### src/rtl/sam_adr_pkg.sv
package sam_adr_pkg;
    localparam int ROW_W  = 8;
    localparam int COL_W  = 6;
    localparam int MODE_W = 2;
    localparam int WORD_W = COL_W + MODE_W;

    typedef enum logic [MODE_W-1:0] {
        OP_RD_A = 2'b00,
        OP_RD_B = 2'b01,
        OP_WR   = 2'b10,
        OP_REF  = 2'b11
    } op_e;

    typedef struct packed {
        logic [ROW_W-1:0] row;
        logic [COL_W-1:0] col;
        op_e              op;
    } cmd_t;

    function automatic cmd_t decode_cmd(input logic [ROW_W-1:0] r,
                                        input logic [WORD_W-1:0] w);
        cmd_t c;
        c.row = r;
        c.col = w[COL_W-1:0];
        c.op  = op_e'(w[WORD_W-1 -: MODE_W]);
        return c;
    endfunction
endpackage

### src/rtl/sam_shift_in.sv
module sam_shift_in #(
    parameter int W = 8
) (
    input  logic         clk,
    input  logic         rst,
    input  logic         shift_en,
    input  logic         din,
    output logic [W-1:0] q
);
    always_ff @(posedge clk) begin
        if (rst)           q <= '0;
        else if (shift_en) q <= {din, q[W-1:1]};
    end
endmodule

### src/rtl/sam_refresh_ctr.sv
module sam_refresh_ctr
    import sam_adr_pkg::*;
#(
    parameter int ROWS    = 212,
    parameter int TIMEOUT = 4096
) (
    input  logic             clk,
    input  logic             rst,
    input  logic             arm,
    input  logic             advance,
    output logic [ROW_W-1:0] row_idx,
    output logic             late
);
    localparam int TW = $clog2(TIMEOUT + 1);
    localparam logic [ROW_W-1:0] LAST = ROW_W'(ROWS - 1);

    logic [TW-1:0] tmr;

    always_ff @(posedge clk) begin
        if (rst)          row_idx <= '0;
        else if (advance) row_idx <= (row_idx == LAST) ? '0 : row_idx + 1'b1;
    end

    always_ff @(posedge clk) begin
        if (rst || !arm || advance)  tmr <= '0;
        else if (tmr != TW'(TIMEOUT)) tmr <= tmr + 1'b1;
    end

    assign late = (tmr == TW'(TIMEOUT));

    a_r7_row_in_range: assert property (@(posedge clk) disable iff (rst)
        int'(row_idx) < ROWS);
    a_r6_row_moves: assert property (@(posedge clk) disable iff (rst)
        advance |=> row_idx != $past(row_idx));
    a_r9_late_clears: assert property (@(posedge clk) disable iff (rst)
        advance |=> !late);
endmodule

### src/rtl/sam_addr_ctrl.sv
module sam_addr_ctrl
    import sam_adr_pkg::*;
#(
    parameter int REF_ROWS    = 212,
    parameter int INIT_CYCLES = 8,
    parameter int TIMEOUT_CYC = 4096
) (
    input  logic             clk,
    input  logic             rst,
    input  logic             adr_clk,
    input  logic             row_sdi,
    input  logic             colmode_sdi,
    input  logic             ram_en,
    output logic [ROW_W-1:0] row_out,
    output logic [COL_W-1:0] col_out,
    output logic [1:0]       op_out,
    output logic             load_a_stb,
    output logic             load_b_stb,
    output logic             wr_stb,
    output logic             refresh_stb,
    output logic             init_done,
    output logic             refresh_late
);
    localparam int INIT_W = $clog2(INIT_CYCLES + 1);

    logic adr_q, ren_q;
    logic adr_rise, ren_fall, ren_rise;
    logic [ROW_W-1:0]  row_sr;
    logic [WORD_W-1:0] word_sr;
    logic [INIT_W-1:0] init_cnt;
    cmd_t pend;
    logic pend_vld, exec, wr_pend, advance;
    op_e  op_q;
    logic [ROW_W-1:0] ref_row;

    always_ff @(posedge clk) begin
        if (rst) begin
            adr_q <= 1'b0;
            ren_q <= 1'b1;
        end else begin
            adr_q <= adr_clk;
            ren_q <= ram_en;
        end
    end

    assign adr_rise = adr_clk & ~adr_q;
    assign ren_fall = ~ram_en & ren_q;
    assign ren_rise = ram_en & ~ren_q;

    sam_shift_in #(.W(ROW_W)) u_row_sr (
        .clk(clk), .rst(rst), .shift_en(adr_rise), .din(row_sdi), .q(row_sr));
    sam_shift_in #(.W(WORD_W)) u_word_sr (
        .clk(clk), .rst(rst), .shift_en(adr_rise), .din(colmode_sdi), .q(word_sr));

    assign init_done = (init_cnt == INIT_W'(INIT_CYCLES));
    assign exec      = ren_fall & init_done & pend_vld;
    assign advance   = exec && (pend.op == OP_REF);

    always_ff @(posedge clk) begin
        if (rst) begin
            init_cnt <= '0;
            pend     <= '0;
            pend_vld <= 1'b0;
        end else if (ren_fall) begin
            if (!init_done) init_cnt <= init_cnt + 1'b1;
            pend     <= decode_cmd(row_sr, word_sr);
            pend_vld <= 1'b1;
        end
    end

    always_ff @(posedge clk) begin
        if (rst) begin
            row_out     <= '0;
            col_out     <= '0;
            op_q        <= OP_RD_A;
            load_a_stb  <= 1'b0;
            load_b_stb  <= 1'b0;
            refresh_stb <= 1'b0;
            wr_stb      <= 1'b0;
            wr_pend     <= 1'b0;
        end else begin
            load_a_stb  <= exec && (pend.op == OP_RD_A);
            load_b_stb  <= exec && (pend.op == OP_RD_B);
            refresh_stb <= advance;
            wr_stb      <= ren_rise && wr_pend;
            if (exec) begin
                op_q <= pend.op;
                if (pend.op == OP_REF) begin
                    row_out <= ref_row;
                    col_out <= '0;
                end else begin
                    row_out <= pend.row;
                    col_out <= pend.col;
                end
            end
            if (exec && pend.op == OP_WR) wr_pend <= 1'b1;
            else if (ren_rise)            wr_pend <= 1'b0;
        end
    end

    assign op_out = op_q;

    sam_refresh_ctr #(.ROWS(REF_ROWS), .TIMEOUT(TIMEOUT_CYC)) u_ref (
        .clk(clk), .rst(rst), .arm(init_done), .advance(advance),
        .row_idx(ref_row), .late(refresh_late));

    a_r11_one_strobe: assert property (@(posedge clk) disable iff (rst)
        $onehot0({load_a_stb, load_b_stb, wr_stb, refresh_stb}));
    a_r8_quiet_warmup: assert property (@(posedge clk) disable iff (rst)
        !init_done |-> !(load_a_stb | load_b_stb | wr_stb | refresh_stb));
    a_r4_load_a_single: assert property (@(posedge clk) disable iff (rst)
        load_a_stb |=> !load_a_stb);
    a_r3_load_a_code: assert property (@(posedge clk) disable iff (rst)
        load_a_stb |-> op_out == OP_RD_A);
    a_r3_load_b_code: assert property (@(posedge clk) disable iff (rst)
        load_b_stb |-> op_out == OP_RD_B);
    a_r5_write_on_rise: assert property (@(posedge clk) disable iff (rst)
        wr_stb |-> $past(ram_en) && op_out == OP_WR);
    a_r6_refresh_col_zero: assert property (@(posedge clk) disable iff (rst)
        refresh_stb |-> col_out == '0 && op_out == OP_REF);
endmodule

### config.mk
export PLATFORM = sky130hd
export DESIGN_NAME = sam_addr_ctrl
export DESIGN_NICKNAME = d
export VERILOG_FILES = /design/src/rtl/sam_adr_pkg.sv /design/src/rtl/sam_shift_in.sv /design/src/rtl/sam_refresh_ctr.sv /design/src/rtl/sam_addr_ctrl.sv
export SDC_FILE = /design/constraint.sdc
export NUM_CORES = 1
export LEC_CHECK = 0
export ABC_AREA = 1
export CAP_MARGIN = 30
export CORE_MARGIN = 2
export CORE_UTILIZATION = 46
export CTS_CLUSTER_DIAMETER = 120
export DETAILED_ROUTE_END_ITERATION = 10
export PLACE_DENSITY = 0.65
export SLEW_MARGIN = 25
export SYNTH_ARGS = -nofsm -noshare
export SYNTH_HDL_FRONTEND = slang
export SYNTH_HIERARCHICAL = 1
export SYNTH_SLANG_ARGS = --single-unit
export TNS_END_PERCENT = 20
### constraint.sdc
create_clock -name clk -period 2.5 [get_ports clk]
set_input_delay 0.5 -clock clk [delete_from_list [all_inputs] [get_ports clk]]
set_output_delay 0.5 -clock clk [all_outputs]
set_load 0.05 [all_outputs]
==> results.md <==
- The number of clock buffers added by TritonCTS is 9.
- The via count of the first global-routing pass came to 2,752.
- The worst clock skew is between 0.01 and 0.015 ns.
- The proportion of synthesized flip-flops having asynchronous set or reset is 0%.
- The final wirelength is 7170 µm.
- In this run, synthesis inferred 0 flip-flops with an integrated enable.
- The number of fill cells in the layout is 775.
- The initial antenna violation count came to 0.
- The total of cells resized after clock tree synthesis is 0.
- The worst setup path is launched from a flop.
- The period utilization is around 85%.
- In this run, post-CTS hold repair placed 0 buffers.
- The number of buffers between clock root and the deepest sink is 2.
- The peak supply drop is 0.309 mV.
- At the worst endpoint, the arrival time is 1.63 ns.
- The boundary pin count is 28.
- Timing would allow up to approximately 470 MHz.
- Headroom to the max-slew limit came out at 62.0%.
- Once detail routing completed, the nets flagged for antenna violations numbered 0.
- The summed negative setup slack over all endpoints is 0 ns.
- The final RePlAce weighted congestion is slightly below 0.9.
- The number of rows in the core area is 32.
- The number of remaining DRC errors is 0.
- The total area of multi-input combinational cells is 0.00165 mm².
- STA puts the critical path data required time at 2.00 ns.
- Dividing the detail-routed wire length by the instance count gives around 11 µm.
- Summing all flip-flop and latch instances after layout gives 0.00162 mm².
- Synthesis produced 534 cells.
- The per-instance average area after synthesis is 6.87 µm².
- CTS built an H-tree with a depth of 3.
- Setup slack on the worst reg-to-reg path comes out at 0.44 ns.
- The number of endpoints with negative hold slack in the final report came to 0.
- The total number of clock tree sinks is a little over 80.
- Sorting the synthesized cells by how often they occur yields 135 x sky130_fd_sc_hd__nand2_1, 114 x sky130_fd_sc_hd__nor2_1, 81 x sky130_fd_sc_hd__dfxtp_1, 68 x sky130_fd_sc_hd__inv_1, 26 x sky130_fd_sc_hd__o21ai_0.
- The run finished with clean final reports.
- The number of warnings issued by yosys is 6.
- Setup repair after global routing left no endpoint under its margin.
- Entering global routing, the biggest net connects 29 pins.
- The top-area cell type share of the netlist area is 44.2%.
- TritonCTS built the clock tree.
- The total die area is roughly 0.0087 mm².
- The number of setup buffers added after CTS is 0.
- The total track usage is 17.7%.
- The wire length of the first global-routing pass is 12,200 µm.
- For this run the aggregate overflow at the end of global routing stands at 0.
- The die extent in y is 93.3 µm.
- Of the cells placed in the final design, the portion with a size suffix greater than 1 is 10.4%.
- The cell area that synthesis handed to floorplanning was 0.00367 mm².
- The critical path in this run is classified as flop to output port.
- The post-layout instance area is ~0.0042 mm².
- The repair_antennas step left the layout with diodes totalling 0.
- The dominant cell type by area after synthesis is sky130_fd_sc_hd__dfxtp_1.
- The leakage power summed over all cells is 1.86 nW.
- The total setup violations reported at the end of the flow is 0.
- The kind of capture point of the worst setup path is an output port.
- The max capacitance violation total is 0.
- The count of buffers added on input and output ports is 27.
- In this run the worst path has a maximum fanout of 5.
- The area growth from synthesis to final layout is 15.3%.
- The wire-length estimate of the detail-placed layout is 5230 µm.
- The class of the most critical hold timing path is flop to flop.
- The via-per-instance ratio is 4.67.
- The first-pass detailed-route iteration total is 4.
- The synthesized net count is ~550.
- Yosys attributes the largest share of cell area to sky130_fd_sc_hd__dfxtp_1 44%, sky130_fd_sc_hd__nand2_1 14%, sky130_fd_sc_hd__nor2_1 12%.
- Clock-pin slew was measured on the worst setup and hold paths at 0.08 ns.
- After the flow finishes, the layout carries non-filler instances totaling between 600 and 700.
- Across all hold checks on the routed design, the worst slack comes to 0.438 ns.
- The later pin in the worst-skew pair is clocked with a latency of 0.36 ns.
- The register bit total from synthesis is 81.
- The most repeated cell in the gate-level netlist after synthesis is sky130_fd_sc_hd__nand2_1.
- The initial core utilization is 47.5%.
- After floorplanning, the core was sized to cover 0.00773 mm².
- The predominant post-synthesis flop cell is sky130_fd_sc_hd__dfxtp_1.
- After layout, the minimum clock period comes to 2.13 ns.
- In this run, placement finished with an instance count of 654.
- For the pin with the worst max-slew slack, the measured transition is 0.568 ns.
- The cell area reported after detailed placement is 0.00401 mm².
- Power spread over the standard cell area amounts to 613 mW/mm².
- The count of nets after finishing is 574.
- The number of vias in the routed layout is 3,132.
- Counting distinct cell types in the post-synthesis netlist gives 27.
- The total count of max-transition violations in the final report is 0.
- The cell sitting at the root of the clock tree is a sky130_fd_sc_hd__clkbuf_8.
- Measured along the x axis, the die boundary spans 93.3 µm.
- In this run, the number of DRC markers left after iteration 0 of detailed routing was 110.
- Sequential cells were found to cover 44.2% of the synthesized design area.
placed cells by master (no fill, tap or decap), types with 4 or more instances in the layout:
cell type and instances:
sky130_fd_sc_hd__nor3_1 5, sky130_fd_sc_hd__nor2_1 113, sky130_fd_sc_hd__buf_4 11, sky130_fd_sc_hd__o21ai_0 26, sky130_fd_sc_hd__nand3_1 10, sky130_fd_sc_hd__nand2_2 6
sky130_fd_sc_hd__nand2_1 135, sky130_fd_sc_hd__inv_1 68, sky130_fd_sc_hd__dfxtp_1 81, sky130_fd_sc_hd__a21oi_1 18, sky130_fd_sc_hd__clkbuf_8 10, sky130_fd_sc_hd__nor3_2 4
sky130_fd_sc_hd__nor2_2 14, sky130_fd_sc_hd__nand4_1 13, sky130_fd_sc_hd__clkdlybuf4s50_1 25, sky130_fd_sc_hd__ha_1 5
metal layers:
metal	GRT usage (%)	part of all wire, %	wire, µm
met3	4.51	5.4	386
met5	0	0	0
met4	7.60	1.8	128
met2	27.8	44	3180
met1	23.0	48	3480
cell families (layout without fill, tap and decap cells):
family	after synthesis	after routing	share of synthesized area, %
AOI/OAI and AO/OA	48	48	6.68
xor gates and xnor gates	2	2	0.477
adders and majority gates	5	5	1.70
buffers and inverters	91	125	10.9
DFF	81	81	44.2
and+or+nand+nor	307	307	36.1
flip-flops by register name, summed over array words and instances (netlist names):
name           cells
adr_q              1
col_out            6
init_cnt           4
load_a_stb         1
load_b_stb         1
op_out             2
pend              16
pend_vld           1
refresh_stb        1
ren_q              1
row_out            8
u_ref/row_idx      8
u_ref/tmr         13
u_row_sr/q         8
u_word_sr/q        8
wr_pend            1
wr_stb             1
power breakdown:
part           internal, mW  switching (mW)  total (mW)
clock                 0.592           0.462        1.05
combinational        0.0657           0.110       0.176
sequential             1.33          0.0295        1.36
total                  1.99           0.602        2.59
worst max-delay path: stages, from the launching register on:
cell and delay (ns):
sky130_fd_sc_hd__dfxtp_1 0.32, sky130_fd_sc_hd__inv_1 0.12, sky130_fd_sc_hd__nand2_1 0.10, sky130_fd_sc_hd__nor3_2 0.26, sky130_fd_sc_hd__nor3b_1 0.25, sky130_fd_sc_hd__buf_4 0.23
layout make-up:
| class | instances | share of cell area, % |
|---|---|---|
| clock buffers | 12 | 3.43 |
| clock inverters | 4 | 1.80 |
| inverters | 73 | 6.53 |
| multi-input cells | 362 | 39.0 |
| flip-flops and latches | 81 | 38.3 |
| well taps | 102 | 3.02 |
| repair buffers | 36 | 7.87 |
per-stage QoR:
stage | setup slack, ns | utilization, % | total power [mW]
CTS | 0.369 | 54.8 | 2.63
floorplan | 0.119 | - | 1.53
global placement | 0.207 | 51.9 | 1.56
finish | 0.366 | 54.8 | 2.59
detailed placement | 0.178 | 51.9 | 1.57
global route | 0.178 | 54.8 | 2.71
worst paths after layout:
check / from / end / cells past startpoint
worst min register to register: wr_pend / wr_stb / 2
worst max register to register: init_cnt[0] / u_ref/row_idx[7] / 11
worst min-delay path: wr_pend / wr_stb / 2
worst max-delay path: u_ref/tmr[7] / refresh_late / 5
Power figures use the tool's default switching activity.
